==> src/rtl/vprl_pkg.sv <==
package vprl_pkg;
  typedef enum logic [2:0] {
    ST_TYPE,
    ST_PFX0,
    ST_PFX,
    ST_TAIL,
    ST_RUN,
    ST_TERM
  } vprl_state_e;
endpackage

==> src/rtl/vprl_grp_cnt.sv <==
// Prefix/tail counter: counts prefix length up, then tail bits down.
module vprl_grp_cnt #(
  parameter int GW = 4
) (
  input  logic          clk_i,
  input  logic          rst_ni,
  input  logic          set_i,
  input  logic          inc_i,
  input  logic          dec_i,
  output logic [GW-1:0] cnt_o
);
  logic [GW-1:0] cnt_q;

  always_ff @(posedge clk_i or negedge rst_ni) begin
    if (!rst_ni)    cnt_q <= '0;
    else if (set_i) cnt_q <= GW'(1);
    else if (inc_i) cnt_q <= cnt_q + GW'(1);
    else if (dec_i) cnt_q <= cnt_q - GW'(1);
  end

  assign cnt_o = cnt_q;
endmodule

==> src/rtl/vprl_len_cnt.sv <==
// Tail shift register seeded by prefix polarity, then the run-length down-counter.
module vprl_len_cnt #(
  parameter int LW = 10
) (
  input  logic clk_i,
  input  logic rst_ni,
  input  logic bit_i,
  input  logic seed_i,
  input  logic seed_inv_i,
  input  logic shift_i,
  input  logic load_i,
  input  logic dec_i,
  output logic last_o
);
  logic [LW-2:0] acc_q;
  logic [LW-1:0] full;
  logic [LW-1:0] cnt_q;

  // {acc, new bit} = (2 + inv) * 2^m + tail
  assign full = {acc_q, bit_i};

  always_ff @(posedge clk_i or negedge rst_ni) begin
    if (!rst_ni)      acc_q <= '0;
    else if (seed_i)  acc_q <= (LW-1)'({1'b1, seed_inv_i});
    else if (shift_i) acc_q <= full[LW-2:0];
  end

  always_ff @(posedge clk_i or negedge rst_ni) begin
    if (!rst_ni)     cnt_q <= '0;
    else if (load_i) cnt_q <= full - LW'(3);
    else if (dec_i)  cnt_q <= cnt_q - LW'(1);
  end

  assign last_o = (cnt_q == LW'(1));
endmodule

==> src/rtl/vprl_polarity.sv <==
// Run-type register and toggle flop; XOR gives the scan-in bit.
module vprl_polarity (
  input  logic clk_i,
  input  logic rst_ni,
  input  logic bit_i,
  input  logic type_ld_i,
  input  logic tog_i,
  output logic scan_o
);
  logic type_q;
  logic tff_q;

  always_ff @(posedge clk_i or negedge rst_ni) begin
    if (!rst_ni)        type_q <= 1'b0;
    else if (type_ld_i) type_q <= bit_i;
  end

  always_ff @(posedge clk_i or negedge rst_ni) begin
    if (!rst_ni)    tff_q <= 1'b0;
    else if (tog_i) tff_q <= ~tff_q;
  end

  assign scan_o = tff_q ^ type_q;
endmodule

==> src/rtl/vprl_fsm.sv <==
module vprl_fsm
  import vprl_pkg::*;
#(
  parameter int MAX_GRP = 8,
  parameter int GW      = 4
) (
  input  logic          clk_i,
  input  logic          rst_ni,
  input  logic          bit_i,
  input  logic          bit_vld_i,
  input  logic [GW-1:0] grp_cnt_i,
  input  logic          len_last_i,
  output logic          en_o,
  output logic          type_ld_o,
  output logic          grp_set_o,
  output logic          grp_inc_o,
  output logic          grp_dec_o,
  output logic          seed_o,
  output logic          seed_inv_o,
  output logic          shift_o,
  output logic          len_load_o,
  output logic          len_dec_o,
  output logic          tog_o,
  output logic          vld_o,
  output logic          err_o
);
  vprl_state_e st_q, st_d;
  logic        pfx_q;
  logic        err_q, err_set;
  logic        take;

  assign en_o = (st_q == ST_TYPE) || (st_q == ST_PFX0) ||
                (st_q == ST_PFX)  || (st_q == ST_TAIL);
  assign take = en_o && bit_vld_i;

  always_comb begin
    st_d       = st_q;
    type_ld_o  = 1'b0;
    grp_set_o  = 1'b0;
    grp_inc_o  = 1'b0;
    grp_dec_o  = 1'b0;
    seed_o     = 1'b0;
    shift_o    = 1'b0;
    len_load_o = 1'b0;
    len_dec_o  = 1'b0;
    tog_o      = 1'b0;
    vld_o      = 1'b0;
    err_set    = 1'b0;
    unique case (st_q)
      ST_TYPE: if (take) begin
        type_ld_o = 1'b1;
        st_d      = ST_PFX0;
      end
      ST_PFX0: if (take) begin
        grp_set_o = 1'b1;
        st_d      = ST_PFX;
      end
      ST_PFX: if (take) begin
        if (bit_i == pfx_q) begin
          if (grp_cnt_i == GW'(MAX_GRP)) begin
            err_set = 1'b1;
            st_d    = ST_TYPE;
          end else begin
            grp_inc_o = 1'b1;
          end
        end else begin
          seed_o = 1'b1;
          st_d   = ST_TAIL;
        end
      end
      ST_TAIL: if (take) begin
        shift_o   = 1'b1;
        grp_dec_o = 1'b1;
        if (grp_cnt_i == GW'(1)) begin
          len_load_o = 1'b1;
          st_d       = ST_RUN;
        end
      end
      ST_RUN: begin
        vld_o     = 1'b1;
        len_dec_o = 1'b1;
        if (len_last_i) begin
          tog_o = 1'b1;
          st_d  = ST_TERM;
        end
      end
      ST_TERM: begin
        vld_o = 1'b1;
        tog_o = 1'b1;
        st_d  = ST_TYPE;
      end
      default: st_d = ST_TYPE;
    endcase
  end

  always_ff @(posedge clk_i or negedge rst_ni) begin
    if (!rst_ni) begin
      st_q  <= ST_TYPE;
      pfx_q <= 1'b0;
      err_q <= 1'b0;
    end else begin
      st_q <= st_d;
      if (st_q == ST_PFX0 && take) pfx_q <= bit_i;
      if (err_set) err_q <= 1'b1;
    end
  end

  assign seed_inv_o = pfx_q;
  assign err_o      = err_q;
endmodule

==> src/rtl/vprl_decoder.sv <==
module vprl_decoder #(
  parameter int MAX_GRP = 8
) (
  input  logic clk_i,
  input  logic rst_ni,
  input  logic bit_i,
  input  logic bit_vld_i,
  output logic en_o,
  output logic scan_o,
  output logic scan_vld_o,
  output logic err_o
);
  localparam int GW = $clog2(MAX_GRP + 1);
  localparam int LW = MAX_GRP + 2;

  logic [GW-1:0] grp_cnt;
  logic type_ld, grp_set, grp_inc, grp_dec;
  logic seed, seed_inv, shift, len_load, len_dec, len_last, tog;

  vprl_fsm #(.MAX_GRP(MAX_GRP), .GW(GW)) u_fsm (
    .clk_i, .rst_ni, .bit_i, .bit_vld_i,
    .grp_cnt_i (grp_cnt),
    .len_last_i(len_last),
    .en_o,
    .type_ld_o (type_ld),
    .grp_set_o (grp_set),
    .grp_inc_o (grp_inc),
    .grp_dec_o (grp_dec),
    .seed_o    (seed),
    .seed_inv_o(seed_inv),
    .shift_o   (shift),
    .len_load_o(len_load),
    .len_dec_o (len_dec),
    .tog_o     (tog),
    .vld_o     (scan_vld_o),
    .err_o
  );

  vprl_grp_cnt #(.GW(GW)) u_grp (
    .clk_i, .rst_ni,
    .set_i(grp_set), .inc_i(grp_inc), .dec_i(grp_dec),
    .cnt_o(grp_cnt)
  );

  vprl_len_cnt #(.LW(LW)) u_len (
    .clk_i, .rst_ni, .bit_i,
    .seed_i(seed), .seed_inv_i(seed_inv), .shift_i(shift),
    .load_i(len_load), .dec_i(len_dec),
    .last_o(len_last)
  );

  vprl_polarity u_pol (
    .clk_i, .rst_ni, .bit_i,
    .type_ld_i(type_ld), .tog_i(tog),
    .scan_o
  );
endmodule

==> config.mk <==
export PLATFORM = sky130hd
export DESIGN_NAME = vprl_decoder
export DESIGN_NICKNAME = d
export VERILOG_FILES = /design/src/rtl/vprl_pkg.sv /design/src/rtl/vprl_grp_cnt.sv /design/src/rtl/vprl_len_cnt.sv /design/src/rtl/vprl_polarity.sv /design/src/rtl/vprl_fsm.sv /design/src/rtl/vprl_decoder.sv
export SDC_FILE = /design/constraint.sdc
export NUM_CORES = 1
export LEC_CHECK = 0
export ABC_AREA = 1
export ABC_CLOCK_PERIOD_IN_PS = 1300
export CAP_MARGIN = 20
export CORE_ASPECT_RATIO = 1.25
export CORE_UTILIZATION = 44
export CTS_CLUSTER_SIZE = 12
export DETAILED_ROUTE_END_ITERATION = 8
export HOLD_SLACK_MARGIN = 0.03
export PLACE_DENSITY = 0.62
export SYNTH_ARGS = -nofsm -noshare
export SYNTH_HDL_FRONTEND = slang
export SYNTH_SLANG_ARGS = --single-unit
export TNS_END_PERCENT = 30
==> constraint.sdc <==
create_clock -name clk_i -period 1.3 [get_ports clk_i]
set_clock_uncertainty 0.05 [all_clocks]
set_input_delay 0.39 -clock clk_i [delete_from_list [all_inputs] [get_ports clk_i]]
set_output_delay 0.39 -clock clk_i [all_outputs]
set_load 0.02 [all_outputs]
==> flow_metrics.env <==
export IMPL_run_status="complete, but fails checks"
export IMPL_violations="negative setup slack"
export IMPL_hold_path_class="input port to async pin"
export IMPL_core_rowCount=26
export IMPL_timing_max_slew_rel_slack=0.831
export IMPL_synth_warning_count=0
export IMPL_period_minus_slack_ps=1480
export IMPL_clock_tree_htree_level_count=2
export IMPL_dp_hpwl_um=3300
export IMPL_seq_area_um2=752
export IMPL_fp_dieW_um=61.0
export IMPL_critPathMaxFanout=8
export IMPL_cpMaxStageDelayCell="sky130_fd_sc_hd__dfrtp_1"
export IMPL_timing_rr_start="u_grp.cnt_o[1]"
export IMPL_fin_worst_hold_slack_ps=421
export IMPL_worst_setup_hold_path_clk_slew_ps=70
export IMPL_synthesis_area_um2=1910
export IMPL_die_area_um2=4610
export IMPL_fill_cells=352
export IMPL_gr_usage_all_layers=0.227
export IMPL_placedCellCount=381
export IMPL_cts_max_path_buffers=2
export IMPL_worst_r2r_endpoint="u_len.cnt_q[4]"
export IMPL_final_worst_setup_slack_ps=-183
export IMPL_first_global_vias=1771
export IMPL_path_class="flop to flop"
export IMPL_area_growth_synth_to_finish_pct=44.4
export IMPL_area_of_the_core_um2=4130
export IMPL_yosys_cell_count_top_type="sky130_fd_sc_hd__nand2_1"
export IMPL_p_leak_nw=1.42
export IMPL_tritoncts_num_sinks=30
export IMPL_cp_cell_sequence="inv_2, ha_4, nand2_4, nor2_4, nand2_4, buf_4, o211ai_1, nand3_1"
export IMPL_required_ps=1410
export IMPL_reg2regPathDepth=8
export IMPL_yosys_most_used_dff="sky130_fd_sc_hd__dfrtp_1"
export IMPL_largest_net_degree_at_the_start_of_global_routing=31
export IMPL_dr_pass1_iters=4
export IMPL_worstMarginPinSlew_ps=253
export IMPL_rrSetupSlack_ps=-180
export IMPL_yosys_register_bits=30
export IMPL_tritoncts_clock_tree="yes"
export IMPL_synth_cells=264
export IMPL_unrepaired_setup_endpoints_after_global_routing="yes"
export IMPL_gr_total_overflow=0
export IMPL_routed_via_count=1892
export IMPL_final_ant_viol_nets=0
export IMPL_postCtsHoldBufs=0
export IMPL_first_iter_violations=90
export IMPL_antennaDiodeCount=0
export IMPL_worstSetupStartpointType="flop"
export IMPL_timing_critical_path_arrival_ps=1590
export IMPL_timing_critical_path_slowest_cell_delay_ps=390
export IMPL_avgRoutedWirePerCell_um=11.4
export IMPL_routed_wl_um=4510
export IMPL_fin_setup_tns_ps=-3030
export IMPL_clk_insertion_delay_late_ps=290
export IMPL_setup_viol_count_final=28
export IMPL_finalWeightedCongestion=0.790
export IMPL_grt_first_pass_wirelength_um=7620
export IMPL_power_density_nw_per_um2=742
export IMPL_drcViolationCount=0
export IMPL_design_final_nets=348
export IMPL_yosysTopAreaCell="sky130_fd_sc_hd__dfrtp_1"
export IMPL_hold_viol_final=0
export IMPL_cts_buffers=5
export IMPL_maxClockFrequency_mhz=674
export IMPL_clk_root_buffer_cell="sky130_fd_sc_hd__clkbuf_8"
export IMPL_multiInputGateArea_um2=1130
export IMPL_number_of_enable_type_register_cells_in_the_synthesized_netlist=0
export IMPL_share_of_layout_cells_above_drive_strength_1=0.357
export IMPL_numPortBuffers=7
export IMPL_fin_cells=395
export IMPL_post_synth_main_area_contributors="sky130_fd_sc_hd__dfrtp_1 (39%), sky130_fd_sc_hd__nand2_1 (11%), sky130_fd_sc_hd__nor2_1 (8.0%), sky130_fd_sc_hd__nand3_1 (7.1%), sky130_fd_sc_hd__inv_1 (6.3%)"
export IMPL_synth_commonest_cells="sky130_fd_sc_hd__nand2_1 (58), sky130_fd_sc_hd__nor2_1 (41), sky130_fd_sc_hd__inv_1 (32), sky130_fd_sc_hd__dfrtp_1 (30), sky130_fd_sc_hd__nand3_1 (27)"
export IMPL_initial_utilization=0.463
export IMPL_yosysSeqAreaShare=0.393
export IMPL_synthDistinctLibCells=29
export IMPL_report_power_total_mw=2.05
export IMPL_post_dr_vias_cell=4.79
export IMPL_critical_path_top_cell_by_count="sky130_fd_sc_hd__nand2_4"
export IMPL_synthDominantCellAreaShare=0.393
export IMPL_cap_viol_max_count=0
export IMPL_synthArstFlopShare=1.00
export IMPL_post_synth_cell_area_avg_um2=7.24
export IMPL_slew_violations=0
export IMPL_pin_count=8
export IMPL_die_height_um=75.7
export IMPL_total_nets_after_synthesis=274
export IMPL_worst_setup_path_end_kind="flop"
export IMPL_antenna_found_initial=0
export IMPL_min_period_over_period=1.14
export IMPL_peakVddDrop_mv=0.556
[stage by stage]
step	setup slack, ps	instance area (um^2)	utilization
2_1_floorplan	-79.4	1920	-
3_5_place_dp	-645	2470	0.597
6_report	-183	2760	0.668
4_1_cts	-153	2660	0.644
5_1_grt	-254	2760	0.668
3_3_place_gp	-609	2470	0.597
[area by class of cell]
cell class	instances	area share
Timing Repair Buffer	70	0.199
Inverter	37	0.0558
Sequential cell	30	0.272
Tap cell	56	0.0254
Clock buffer	6	0.0263
Multi-Input combinational cell	194	0.408
Clock inverter	2	0.0136
[cells by family after synthesis]
group | count (synthesis) | synth area share
adders and majority gates | 6 | 0.0393
AOI/OAI and AO/OA | 40 | 0.116
and+or+nand+nor | 142 | 0.332
buffers and inverters | 40 | 0.0916
xor gates and xnor gates | 6 | 0.0275
DFF | 30 | 0.393
[layer usage]
metal,vias up,routed length (um),global-route usage
met3,6,105,0.0475
met5,-,0,0
li1,1007,-,-
met2,21,2280,0.383
met4,0,77,0.0960
met1,858,2050,0.279
[power breakdown]
part,switching [mW],internal (mW),leakage (nW),total (mW)
Combinational,0.0813,0.0645,1.01,0.146
Sequential,0.00732,0.946,0.363,0.953
Clock,0.378,0.571,0.0514,0.949
[flip-flops by register name, summed over array words and instances (netlist names)]
register          count
u_pol.type_q          1
u_len.cnt_q          10
u_fsm.st_q            3
u_pol.tff_q           1
u_grp.cnt_o           4
u_fsm.seed_inv_o      1
u_len.acc_q           9
u_fsm.err_o           1
[repair_timing]
action | 4_1_cts | 5_1_grt
setup buffers | 4 | 2
endpoints found under the setup margin | 34 | 31
cloned | 0 | 0
pin swaps | 8 | 8
gates resized for setup | 43 | 25
hold endpoints to repair | 0 | 0
[placed cells by master, fill, tap and decap left out, types with 2 or more instances in the layout]
| cell | instances |
|---|---|
| sky130_fd_sc_hd__ha_2 | 2 |
| sky130_fd_sc_hd__inv_4 | 4 |
| sky130_fd_sc_hd__dlygate4sd2_1 | 2 |
| sky130_fd_sc_hd__xor2_1 | 4 |
| sky130_fd_sc_hd__o21ai_2 | 4 |
| sky130_fd_sc_hd__o211ai_1 | 2 |
| sky130_fd_sc_hd__a21oi_1 | 12 |
| sky130_fd_sc_hd__o21ai_0 | 7 |
| sky130_fd_sc_hd__dfrtp_1 | 29 |
| sky130_fd_sc_hd__buf_6 | 2 |
| sky130_fd_sc_hd__nand3_1 | 27 |
| sky130_fd_sc_hd__nor2_4 | 5 |
| sky130_fd_sc_hd__nand2_4 | 5 |
| sky130_fd_sc_hd__nor2_2 | 8 |
| sky130_fd_sc_hd__o22ai_1 | 2 |
| sky130_fd_sc_hd__clkbuf_8 | 5 |
| sky130_fd_sc_hd__o21ai_1 | 7 |
| sky130_fd_sc_hd__nand2_1 | 51 |
| sky130_fd_sc_hd__a21oi_2 | 3 |
| sky130_fd_sc_hd__nand4_1 | 4 |
| sky130_fd_sc_hd__ha_1 | 3 |
| sky130_fd_sc_hd__inv_1 | 28 |
| sky130_fd_sc_hd__nor2_1 | 31 |
| sky130_fd_sc_hd__buf_4 | 63 |
| sky130_fd_sc_hd__inv_2 | 4 |
| sky130_fd_sc_hd__nand2_2 | 6 |
| sky130_fd_sc_hd__xnor2_1 | 2 |
[how the worst max path moves through the flow]
stage,from,endpoint,slack [ps],cells past startpoint
finish,u_grp.cnt_o[1],u_len.cnt_q[4],-180,8
global route,u_grp.cnt_o[0],u_grp.cnt_o[1],-250,10
CTS,u_pol.tff_q,scan_o,-150,2
detailed placement,bit_i,u_len.cnt_q[6],-650,10
global placement,bit_i,u_len.cnt_q[6],-610,10
floorplan,u_grp.cnt_o[0],u_grp.cnt_o[1],-80,10
[critical path, delay by kind of cell, from the launching register on]
family | cells | cell delay, ps
fa+ha+maj | 1 | 140
flops | 1 | 390
compound gates | 1 | 80
simple gates | 4 | 410
buf+inv | 2 | 270
No activity file was read; power rests on OpenSTA's default activity.
